## src/rtl/evt_stamp_pkg.sv

```systemverilog
package evt_stamp_pkg;
   localparam logic [1:0] A_CFG   = 2'd0;
   localparam logic [1:0] A_STS   = 2'd1;
   localparam logic [1:0] A_TS_LO = 2'd2;
   localparam logic [1:0] A_TS_HI = 2'd3;

   // configuration word bit positions
   localparam int CFG_FALL  = 0;
   localparam int CFG_OVW   = 1;
   localparam int CFG_START = 2;

   // status word bit positions
   localparam int STS_VALID = 0;
   localparam int STS_ERR   = 1;
   localparam int STS_SRC   = 2;
   localparam int STS_CNT   = 8;
endpackage

```

## src/rtl/evt_sync_edge.sv

```systemverilog
module evt_sync_edge #(
   parameter int STAGES = 2
) (
   input  logic clk,
   input  logic rst,
   input  logic din,
   input  logic fall_sel,
   output logic edge_o
);
   if (STAGES < 2) begin : g_bad_stages
      $error("evt_sync_edge: STAGES must be at least 2");
   end

   logic [STAGES-1:0] chain_q;
   logic              prev_q;

   for (genvar i = 0; i < STAGES; i++) begin : g_stage
      if (i == 0) begin : g_first
         always_ff @(posedge clk) begin
            if (rst) chain_q[0] <= 1'b0;
            else     chain_q[0] <= din;
         end
      end else begin : g_next
         always_ff @(posedge clk) begin
            if (rst) chain_q[i] <= 1'b0;
            else     chain_q[i] <= chain_q[i-1];
         end
      end
   end

   always_ff @(posedge clk) begin
      if (rst) prev_q <= 1'b0;
      else     prev_q <= chain_q[STAGES-1];
   end

   always_comb begin
      if (fall_sel) edge_o = prev_q & ~chain_q[STAGES-1];
      else          edge_o = chain_q[STAGES-1] & ~prev_q;
   end

   a_r3_edge_after_change: assert property (@(posedge clk) disable iff (rst)
      edge_o |-> (chain_q[STAGES-1] != prev_q));
endmodule

```

## src/rtl/evt_tick_gen.sv

```systemverilog
module evt_tick_gen #(
   parameter int PERIOD = 1000
) (
   input  logic clk,
   input  logic rst,
   output logic tick_o
);
   if (PERIOD < 2) begin : g_bad_period
      $error("evt_tick_gen: PERIOD must be at least 2");
   end

   localparam int DW = $clog2(PERIOD);
   localparam logic [DW-1:0] LAST = DW'(PERIOD - 1);

   logic [DW-1:0] div_q;
   logic          tick_q;

   always_ff @(posedge clk) begin
      if (rst) begin
         div_q  <= '0;
         tick_q <= 1'b0;
      end else begin
         div_q  <= (div_q == LAST) ? '0 : div_q + 1'b1;
         tick_q <= (div_q == LAST);
      end
   end

   assign tick_o = tick_q;

   a_r4_tick_isolated: assert property (@(posedge clk) disable iff (rst)
      tick_o |=> !tick_o);
endmodule

```

## src/rtl/evt_capture_core.sv

```systemverilog
module evt_capture_core #(
   parameter int TS_W  = 32,
   parameter int CNT_W = 4
) (
   input  logic            clk,
   input  logic            rst,
   input  logic            evt,
   input  logic [TS_W-1:0] time_in,
   input  logic            ovw_en,
   input  logic            cnt_en,
   input  logic            cnt_clr,
   input  logic            sts_wr,
   input  logic            keep_valid,
   input  logic            keep_err,
   output logic            valid_o,
   output logic            err_o,
   output logic [CNT_W-1:0] cnt_o,
   output logic [TS_W-1:0] ts_o
);
   if (CNT_W < 1) begin : g_bad_cnt
      $error("evt_capture_core: CNT_W must be at least 1");
   end

   localparam logic [CNT_W-1:0] CNT_MAX = '1;

   logic             valid_q, err_q;
   logic [CNT_W-1:0] cnt_q;
   logic [TS_W-1:0]  ts_q;
   logic             accept, miss;
   logic             valid_n, err_n;
   logic [CNT_W-1:0] cnt_n;

   assign accept = evt & (~valid_q | ovw_en);
   assign miss   = evt & valid_q;

   always_comb begin
      valid_n = sts_wr ? (valid_q & keep_valid) : valid_q;
      if (accept) valid_n = 1'b1;
      err_n = sts_wr ? (err_q & keep_err) : err_q;
      if (miss) err_n = 1'b1;
      cnt_n = cnt_clr ? '0 : cnt_q;
      if (accept && cnt_en && (cnt_n != CNT_MAX)) cnt_n = cnt_n + 1'b1;
   end

   always_ff @(posedge clk) begin
      if (rst) begin
         valid_q <= 1'b0;
         err_q   <= 1'b0;
         cnt_q   <= '0;
         ts_q    <= '0;
      end else begin
         valid_q <= valid_n;
         err_q   <= err_n;
         cnt_q   <= cnt_n;
         if (accept) ts_q <= time_in;
      end
   end

   assign valid_o = valid_q;
   assign err_o   = err_q;
   assign cnt_o   = cnt_q;
   assign ts_o    = ts_q;

   // a fresh capture holds the time base of the previous cycle
   a_r2_capture_value: assert property (@(posedge clk) disable iff (rst)
      $rose(valid_q) |-> (ts_q == $past(time_in)));
   // valid only rises because of an event
   a_r10_valid_source: assert property (@(posedge clk) disable iff (rst)
      $rose(valid_q) |-> $past(evt));
   a_r5_hold_ts: assert property (@(posedge clk) disable iff (rst)
      (valid_q && !ovw_en) |=> (ts_q == $past(ts_q)));
   a_r6_err_cause: assert property (@(posedge clk) disable iff (rst)
      $rose(err_q) |-> ($past(evt) && $past(valid_q)));
   a_r8_cnt_monotonic: assert property (@(posedge clk) disable iff (rst)
      !$past(cnt_clr) |-> (cnt_q >= $past(cnt_q)));
endmodule

```

## src/rtl/evt_stamp_unit.sv

```systemverilog
module evt_stamp_unit
   import evt_stamp_pkg::*;
#(
   parameter int TS_W         = 32,
   parameter int WORD_W       = 16,
   parameter int CNT_W        = 4,
   parameter int SYNC_STAGES  = 2,
   parameter int PULSE_PERIOD = 1000
) (
   input  logic              clk,
   input  logic              rst,
   input  logic [TS_W-1:0]   time_in,
   input  logic              evt_in,
   input  logic              wr_en,
   input  logic [1:0]        wr_addr,
   input  logic [WORD_W-1:0] wr_data,
   input  logic [1:0]        rd_addr,
   output logic [WORD_W-1:0] rd_data
);
   if (TS_W != 2 * WORD_W) begin : g_bad_split
      $error("evt_stamp_unit: TS_W must equal 2*WORD_W");
   end
   if (CNT_W + STS_CNT > WORD_W) begin : g_bad_cnt_fit
      $error("evt_stamp_unit: count field does not fit in the status word");
   end

   logic [WORD_W-1:0] cfg_q;
   logic              src_int_q;
   logic              wr_cfg, wr_sts;
   logic              ext_edge, tick, evt_sel;
   logic              valid, err;
   logic [CNT_W-1:0]  cnt;
   logic [TS_W-1:0]   ts;
   logic [WORD_W-1:0] sts_word;

   assign wr_cfg = wr_en && (wr_addr == A_CFG);
   assign wr_sts = wr_en && (wr_addr == A_STS);

   always_ff @(posedge clk) begin
      if (rst) begin
         cfg_q     <= '0;
         src_int_q <= 1'b0;
      end else begin
         if (wr_cfg) cfg_q <= wr_data;
         if (wr_sts) src_int_q <= wr_data[STS_SRC];
      end
   end

   evt_sync_edge #(.STAGES(SYNC_STAGES)) u_sync (
      .clk      (clk),
      .rst      (rst),
      .din      (evt_in),
      .fall_sel (cfg_q[CFG_FALL]),
      .edge_o   (ext_edge)
   );

   evt_tick_gen #(.PERIOD(PULSE_PERIOD)) u_tick (
      .clk    (clk),
      .rst    (rst),
      .tick_o (tick)
   );

   assign evt_sel = src_int_q ? tick : ext_edge;

   evt_capture_core #(.TS_W(TS_W), .CNT_W(CNT_W)) u_core (
      .clk        (clk),
      .rst        (rst),
      .evt        (evt_sel),
      .time_in    (time_in),
      .ovw_en     (cfg_q[CFG_OVW]),
      .cnt_en     (cfg_q[CFG_START]),
      .cnt_clr    (wr_cfg | wr_sts),
      .sts_wr     (wr_sts),
      .keep_valid (wr_data[STS_VALID]),
      .keep_err   (wr_data[STS_ERR]),
      .valid_o    (valid),
      .err_o      (err),
      .cnt_o      (cnt),
      .ts_o       (ts)
   );

   always_comb begin
      sts_word = '0;
      sts_word[STS_VALID] = valid;
      sts_word[STS_ERR]   = err;
      sts_word[STS_SRC]   = src_int_q;
      sts_word[STS_CNT +: CNT_W] = cnt;
   end

   always_comb begin
      case (rd_addr)
         A_CFG:   rd_data = cfg_q;
         A_STS:   rd_data = sts_word;
         A_TS_LO: rd_data = ts[WORD_W-1:0];
         default: rd_data = ts[TS_W-1:WORD_W];
      endcase
   end

   a_r9_clear_on_write: assert property (@(posedge clk) disable iff (rst)
      (wr_cfg || wr_sts) |=> (cnt <= CNT_W'(1)));
   a_r4_source_gate: assert property (@(posedge clk) disable iff (rst)
      (!valid && !evt_sel) |=> !valid);
endmodule

```

## config.mk

```make
export PLATFORM = sky130hd
export DESIGN_NAME = evt_stamp_unit
export DESIGN_NICKNAME = d
export VERILOG_FILES = /design/src/rtl/evt_stamp_pkg.sv /design/src/rtl/evt_sync_edge.sv /design/src/rtl/evt_tick_gen.sv /design/src/rtl/evt_capture_core.sv /design/src/rtl/evt_stamp_unit.sv
export SDC_FILE = /design/constraint.sdc
export NUM_CORES = 1
export LEC_CHECK = 0
export BUFFER_PORTS_ARGS = -buffer_cell sky130_fd_sc_hd__buf_4
export CAP_MARGIN = 15
export CORE_MARGIN = 2
export CORE_UTILIZATION = 49
export DETAILED_ROUTE_END_ITERATION = 12
export PLACE_DENSITY = 0.84
export SLEW_MARGIN = 20
export SYNTH_ARGS = -nofsm -noshare
export SYNTH_HDL_FRONTEND = slang
export SYNTH_SLANG_ARGS = --single-unit
export TNS_END_PERCENT = 50
```

## constraint.sdc

```tcl
create_clock -name clk -period 1.8 [get_ports clk]
set_input_delay 0.36 -clock clk [delete_from_list [all_inputs] [get_ports clk]]
set_output_delay 0.36 -clock clk [all_outputs]
set_load 0.01 [all_outputs]
```

==> results of run 1 <==
kinds of logic after synthesis:
logic type               count (synthesis)  share of synthesized area
AND/OR/NAND/NOR                        125                      0.188
AO/OA/AOI/OAI                          107                      0.226
flip-flops                              69                      0.428
buffers and inverters                   32                     0.0481
multiplexers                            18                     0.0880
XOR/XNOR                                 5                     0.0136
adder cells (fa/ha/maj)                  2                    0.00775
cell type report:
| class | count | share of cell area |
|---|---|---|
| sequential | 69 | 0.343 |
| tap | 77 | 0.0239 |
| timing repair buffer | 85 | 0.171 |
| inverter | 3 | 0.00279 |
| multi-input combinational | 257 | 0.421 |
| clock inverter | 5 | 0.00714 |
| clock buffer | 10 | 0.0316 |
stage by stage:
step / power [mW] / hold WS (ps) / utilization / TNS [ps] / setup slack (ps)
after floorplan: 1.95 / 414 / - / 0 / 88.7
after global placement: 2.15 / 423 / 0.609 / -13.7 / -7.19
after detailed placement: 2.16 / 428 / 0.609 / -357 / -85.9
after CTS: 3.18 / 239 / 0.634 / 0 / 34.2
after global routing: 3.31 / 242 / 0.635 / 0 / 31.1
final: 3.16 / 246 / 0.635 / 0 / 99.8
cells in the mapped netlist, types with 2 or more instances:
library cell  number
dfxtp_1           69
nand3_1           42
nand2_1           41
a21oi_2           30
o21ai_1           30
a21oi_1           24
clkbuf_1          13
buf_2             10
nor2_1            10
a22o_1             9
mux2_2             9
mux4_2             6
nand2b_1           5
or3_1              5
and2_1             4
nand4_1            4
nor2b_1            4
nor3_1             4
o21ai_0            4
xor2_1             4
a31oi_1            3
buf_1              3
buf_6              3
inv_1              3
and3_1             2
ha_1               2
o31ai_1            2
final timing paths:
check	endpoint	slack (ps)	start	cells past startpoint
worst min-delay path	u_sync.chain_q[0]$_SDFF_PP0_	250	evt_in	2
worst max-delay path	rd_data[0]	100	cfg_q[0]$_SDFFE_PP0P_	2
worst min register to register	cfg_q[8]$_SDFFE_PP0P_	450	cfg_q[8]$_SDFFE_PP0P_	2
worst max register to register	u_core.cnt_o[2]$_SDFF_PP0_	110	u_core.cnt_o[0]$_SDFF_PP0_	6
sequential cells by signal, indices dropped and copies added, names as in the netlist:
name	cells
u_core.valid_o	1
u_core.ts_o	32
u_tick.tick_o	1
u_sync.prev_q	1
cfg_q	16
u_sync.chain_q	2
u_core.cnt_o	4
u_core.err_o	1
src_int_q	1
u_tick.div_q	10
worst reg2reg max path, stage by stage (launching register included):
cell	delay, ps
dfxtp_1	380
and2_1	170
ha_1	170
nand2_1	80
or3_1	340
nand4_1	120
mux2_1	320
where the power goes:
| group | switching (mW) | total, mW | internal, mW |
|---|---|---|---|
| clock | 0.547 | 1.03 | 0.485 |
| combinational | 0.256 | 0.492 | 0.236 |
| sequential | 0.0464 | 1.64 | 1.59 |
| total | 0.850 | 3.16 | 2.31 |
per-layer routing:
layer / global-route usage / vias to the layer above
li1: - / 1420
met1: 0.299 / 1345
met2: 0.357 / 103
met3: 0.0506 / 18
met4: 0.104 / 0
met5: 0 / -
repair_timing:
item,4_1_cts,5_1_grt
gates resized for setup,1,3
gates cloned,0,0
setup endpoints to repair,9,4
setup buffers,0,0
==> reports/qor.yml, run 1 <==
run_status:
  run_status: "completed"
setup_path:
  cp-end-kind: "output port"
  critPathArrivalTime_ps: 1340
  slowest_delay_ps: 490
  critPathTopFamily: "multiplexers"
  path_cells: "mux4_2, buf_4"
  worst_path_max_delay_cell: "mux4_2"
  crit_type: "flip-flop to output port"
  cp.buffers_inverters: 1
  startpoint_type: "flip-flop"
  required_ps: 1440
  critPathMaxFanout: 4
global_routing:
  antenna_found_initial: 0
  grt_max_degree: 42
  grt_pass1_wl_microns: 13200
  grt_overflow: 0
  grt_pass1_vias: 2789
  track_usage: 0.227
floorplanning:
  die_w_microns: 85.2
  io_pins: 72
  core.rowCount: 29
  die_y_microns: 85.2
  start_util: 0.508
  dieArea_sq_um: 7250
  fp.coreArea_sq_um: 6350
synth:
  synth-seq-cells: 69
  synth.distinct_cells: 40
  synth-edff-count: 0
  syn_inst: 358
  yosysTopAreaCell: "dfxtp_1"
  synth.cell_area_sq_um: 3230
  synthFlopType: "dfxtp_1"
  ys_seq_area_frac: 0.428
  synthTopCellsByArea: "dfxtp_1 43%, a21oi_2 8.1%, nand3_1 6.5%, nand2_1 4.8%, o21ai_1 4.7%"
  async_reset_ff_frac: 0
  syn-num-nets: 416
  yosysTopAreaCellShare: 0.428
  avgSynthCellArea_sq_um: 9.02
  yosys_warnings: 0
cells_and_area:
  syn_to_final_growth_pct: 24.9
  stdcell_count: 506
  drive_gt1_frac: 0.354
  antenna_cells: 0
  final_area_sq_um: 4030
  nFillCells: 535
  final_cell_mix: "81 x buf_4, 68 x dfxtp_1, 42 x nand3_1"
  final_common_cell: "buf_4"
  register_area_sq_um: 1380
  multiInputGateArea_sq_um: 1700
  fin_nets: 483
routing:
  drt-total-wl_microns: 7990
  wl_met2_microns: 3900
  num_vias: 2886
  first_pass_iters: 5
  top_layer: "met4"
  met1Wirelength_microns: 3440
  avgViaCountPerCell: 5.70
  initialDrtViolationCount: 186
  avgRoutedWirePerCell_microns: 15.8
  antenna_left: 0
  wl_met3_microns: 495
  drc: 0
clock_network:
  cts_hold_buf: 0
  cts_buffers: 9
  cts_tree: "yes"
  cts_max_path_buffers: 2
  clk_pin_slew_ps: 70
  cts-root-buf: "clkbuf_8"
  worstSkewPairLatency_ps: 330
  clock-sinks: 69
  htreeDepth: 3
power:
  p_per_area_nw_per_um2: 784
  leakage_nw: 1.50
  ir_drop_v: 0.000595
sta:
  period_share: 0.945
  worstMarginPinSlew_ps: 440
  grt_setup_unrepaired: "false"
  fmax_ghz: 0.588
  finalMaxSlewViolations: 0
  setup_viol: 0
  slew_headroom: 0.707
  fin_crit_ps: 1700
  clock_skew_ps: 7.88
  hold_viol: 0
place:
  hpwl_microns: 5670
  placed_cells: 491
  dpl_cell_area_sq_um: 3870
  gp_congestion: 0.771
  io_buffers: 71
hold_path:
  hold_path.class: "input pin to flip-flop"
run:
  cap_violations: 0
No activity file was read; power rests on OpenSTA's default activity.
==> run 2: changes to the inputs <==
--- a/config.mk
+++ b/config.mk
@@ -8,9 +8,11 @@
 export BUFFER_PORTS_ARGS = -buffer_cell sky130_fd_sc_hd__buf_4
 export CAP_MARGIN = 15
 export CORE_MARGIN = 2
-export CORE_UTILIZATION = 49
+export CORE_UTILIZATION = 55
 export DETAILED_ROUTE_END_ITERATION = 12
-export PLACE_DENSITY = 0.84
+export GPL_TIMING_DRIVEN = 0
+export HOLD_SLACK_MARGIN = 0.06
+export PLACE_DENSITY = 0.89
 export SLEW_MARGIN = 20
 export SYNTH_ARGS = -nofsm -noshare
 export SYNTH_HDL_FRONTEND = slang
==> constraint.sdc (replaced) <==
create_clock -name clk -period 2 [get_ports clk]
set_input_delay 0.4 -clock clk [delete_from_list [all_inputs] [get_ports clk]]
set_output_delay 0.4 -clock clk [all_outputs]
set_load 0.01 [all_outputs]
==> run 2 against run 1 <==
Routed wire length increased by 11%. Sequential share of layout area decreased by 0.19 points. Highest routed layer unchanged. First-iteration DRC count increased by 35%. Register-to-register slack improved by 140 ps. Largest cell class unchanged. Clock skew about the same. Sequential power decreased by 9.8%.
==> reports/qor.yml, run 2 (synthesized netlist as in run 1, its figures left out) <==
run_status:
  run_status: "completed"  # unchanged
cells_and_area:
  drive_gt1_frac: 0.334  # was 0.354
  largest_reg_flops: 32  # unchanged
  final_cell_mix: "69 x dfxtp_1, 69 x buf_4, 42 x nand3_1"  # was 81 x buf_4, 68 x dfxtp_1, 42 x nand3_1
  syn_to_final_growth_pct: 25.5  # was 24.9%
  antenna_cells: 0  # unchanged
  fin_nets: 496  # was 483
routing:
  first_pass_iters: 5  # unchanged
  antenna_left: 0  # unchanged
  avgViaCountPerCell: 6.02  # was 5.70
  num_vias: 3098  # was 2886
  drt-total-wl_microns: 8830  # was 7990 microns
  initialDrtViolationCount: 252  # was 186
  avgRoutedWirePerCell_microns: 17.1  # was 15.8 microns
  drc: 0  # unchanged
place:
  dp_slack_ps: -211  # was -85.9 ps
  io_buffers: 69  # was 71
  gp_congestion: 0.860  # was 0.771
  hpwl_microns: 6310  # was 5670 microns
setup_path:
  rr_endpoint: "u_core.cnt_o[2]$_SDFF_PP0_"  # unchanged
  required_ps: 1600  # was 1440 ps
  r2r_cells: 6  # unchanged
  worst_path_max_delay_cell: "nor2_2"  # was mux4_2
  startpoint_type: "input pin"  # was flip-flop
  cp-end-kind: "output port"  # unchanged
  critPathMaxFanout: 10  # was 4
  path_cells: "clkbuf_4, buf_6, nor2_2, a22o_1, buf_4"  # was mux4_2, buf_4
  crit_type: "input pin to output port"  # was flip-flop to output port
  r2r_start: "u_core.cnt_o[0]$_SDFF_PP0_"  # unchanged
  critPathArrivalTime_ps: 1510  # was 1340 ps
  slowest_delay_ps: 360  # was 490 ps
  r2r_slack_ps: 250  # was 110 ps
clock_network:
  cts_hold_buf: 0  # unchanged
  cts-root-buf: "clkbuf_8"  # unchanged
  cts_buffers: 9  # unchanged
  post-cts-setup-buffers: 0  # unchanged
  clock-sinks: 69  # unchanged
  cts_max_path_buffers: 2  # unchanged
  htreeDepth: 3  # unchanged
  clk_pin_slew_ps: 70  # about the same
  worstSkewPairLatency_ps: 350  # was 330 ps
  cts_tree: "yes"  # unchanged
power:
  leakage_nw: 1.52  # was 1.50 nW
  p_sw_frac: 0.260  # was 0.269
  p_per_area_nw_per_um2: 761  # was 784 nW/um^2
  power_frac_comb: 0.145  # was 0.156
  p_seq_frac: 0.479  # was 0.518
  netSwitchingPower_mw: 0.802  # was 0.850 mW
  clkPwrFrac: 0.376  # was 0.326
  ir_drop_v: 0.000510  # was 0.000595 V
  p_int_mw: 2.28  # was 2.31 mW
hold_path:
  hold_depth: 2  # unchanged
  hold_path.class: "input pin to flip-flop"  # unchanged
  hold_end: "u_sync.chain_q[0]$_SDFF_PP0_"  # unchanged
  min-delay-start: "evt_in"  # unchanged
sta:
  slew_headroom: 0.522  # was 0.707
  fmax_ghz: 0.523
  setup_ws_ps: 88.0  # was 99.8 ps
  worstMarginPinSlew_ps: 717  # was 440 ps
  fin_hold_ws_ps: 271  # was 246 ps
  period_share: 0.956
  hold_viol: 0  # unchanged
  finalMaxSlewViolations: 0  # unchanged
  fin_crit_ps: 1910
  clock_skew_ps: 7.97  # was 7.88 ps
  grt_setup_unrepaired: "false"  # unchanged
  setup_viol: 0  # unchanged
floorplanning:
  fp.coreArea_sq_um: 5570  # was 6350 sq um
  core.rowCount: 27  # was 29
  io_pins: 72  # unchanged
  start_util: 0.579  # was 0.508
  die_y_microns: 80.6  # was 85.2 microns
  dieArea_sq_um: 6500  # was 7250 sq um
  die_w_microns: 80.6  # was 85.2 microns
run:
  cap_violations: 0  # unchanged
global_routing:
  antenna_found_initial: 0  # unchanged
  track_usage: 0.282  # was 0.227
  grt_pass1_vias: 2892  # was 2789
  grt_overflow: 0  # unchanged
  grt_max_degree: 12  # was 42
  grt_pass1_wl_microns: 13700  # was 13200 microns
-- run 2: worst max path at each step --
stage,start,cells past startpoint,slack (ps),endpoint
after floorplan,rd_addr[0],4,240,rd_data[14]
after global placement,rd_addr[0],5,-110,rd_data[3]
after detailed placement,rd_addr[0],5,-210,rd_data[4]
after CTS,rd_addr[0],5,50,rd_data[4]
after global routing,rd_addr[0],5,10,rd_data[4]
final,rd_addr[0],5,90,rd_data[4]
-- run 2: power by group through the flow --
| stage | Clock, mW | Sequential, mW | Combinational, mW |
|---|---|---|---|
| after floorplan | 0 | 1.49 | 0.264 |
| after global placement | 0 | 1.50 | 0.423 |
| after detailed placement | 0 | 1.51 | 0.437 |
| after CTS | 1.16 | 1.47 | 0.441 |
| after global routing | 1.23 | 1.48 | 0.482 |
| final | 1.16 | 1.48 | 0.447 |
-- run 2: stage by stage --
stage	instances	utilization	total power, mW	setup TNS, ps	area [sq um]
after floorplan	358	-	1.76	0	3230
after global placement	499	0.688	1.92	-1060	3840
after detailed placement	499	0.688	1.94	-1850	3840
after CTS	515	0.726	3.08	0	4050
after global routing	515	0.727	3.19	0	4050
final	515	0.727	3.08	0	4050
-- run 2: final cells by class --
cell class	count	area [sq um]
buffer	29	154
clock buffer	13	159
clock inverter	3	43.8
fill	426	1520
inverter	3	11.3
multi-input combinational	257	1690
sequential	69	1380
tap	72	90.1
timing repair buffer	69	518
-- run 2: per-layer routing --
| metal | vias up | track usage | share of wire |
|---|---|---|---|
| li1 | 1446 | - | - |
| met1 | 1464 | 0.354 | 0.40 |
| met2 | 164 | 0.458 | 0.49 |
| met3 | 24 | 0.0674 | 0.083 |
| met4 | 0 | 0.125 | 0.026 |
| met5 | - | 0 | 0 |
-- run 2: repair_timing --
item                       in CTS  in global routing
gates resized for setup         4                  1
setup endpoints to repair      12                  1
gates cloned                    0                  0
-- run 2: critical path, delay by kind of cell --
family | cells | cell delay (ps)
buffers and inverters | 3 | 500
AND/OR/NAND/NOR | 1 | 360
AO/OA/AOI/OAI | 1 | 250
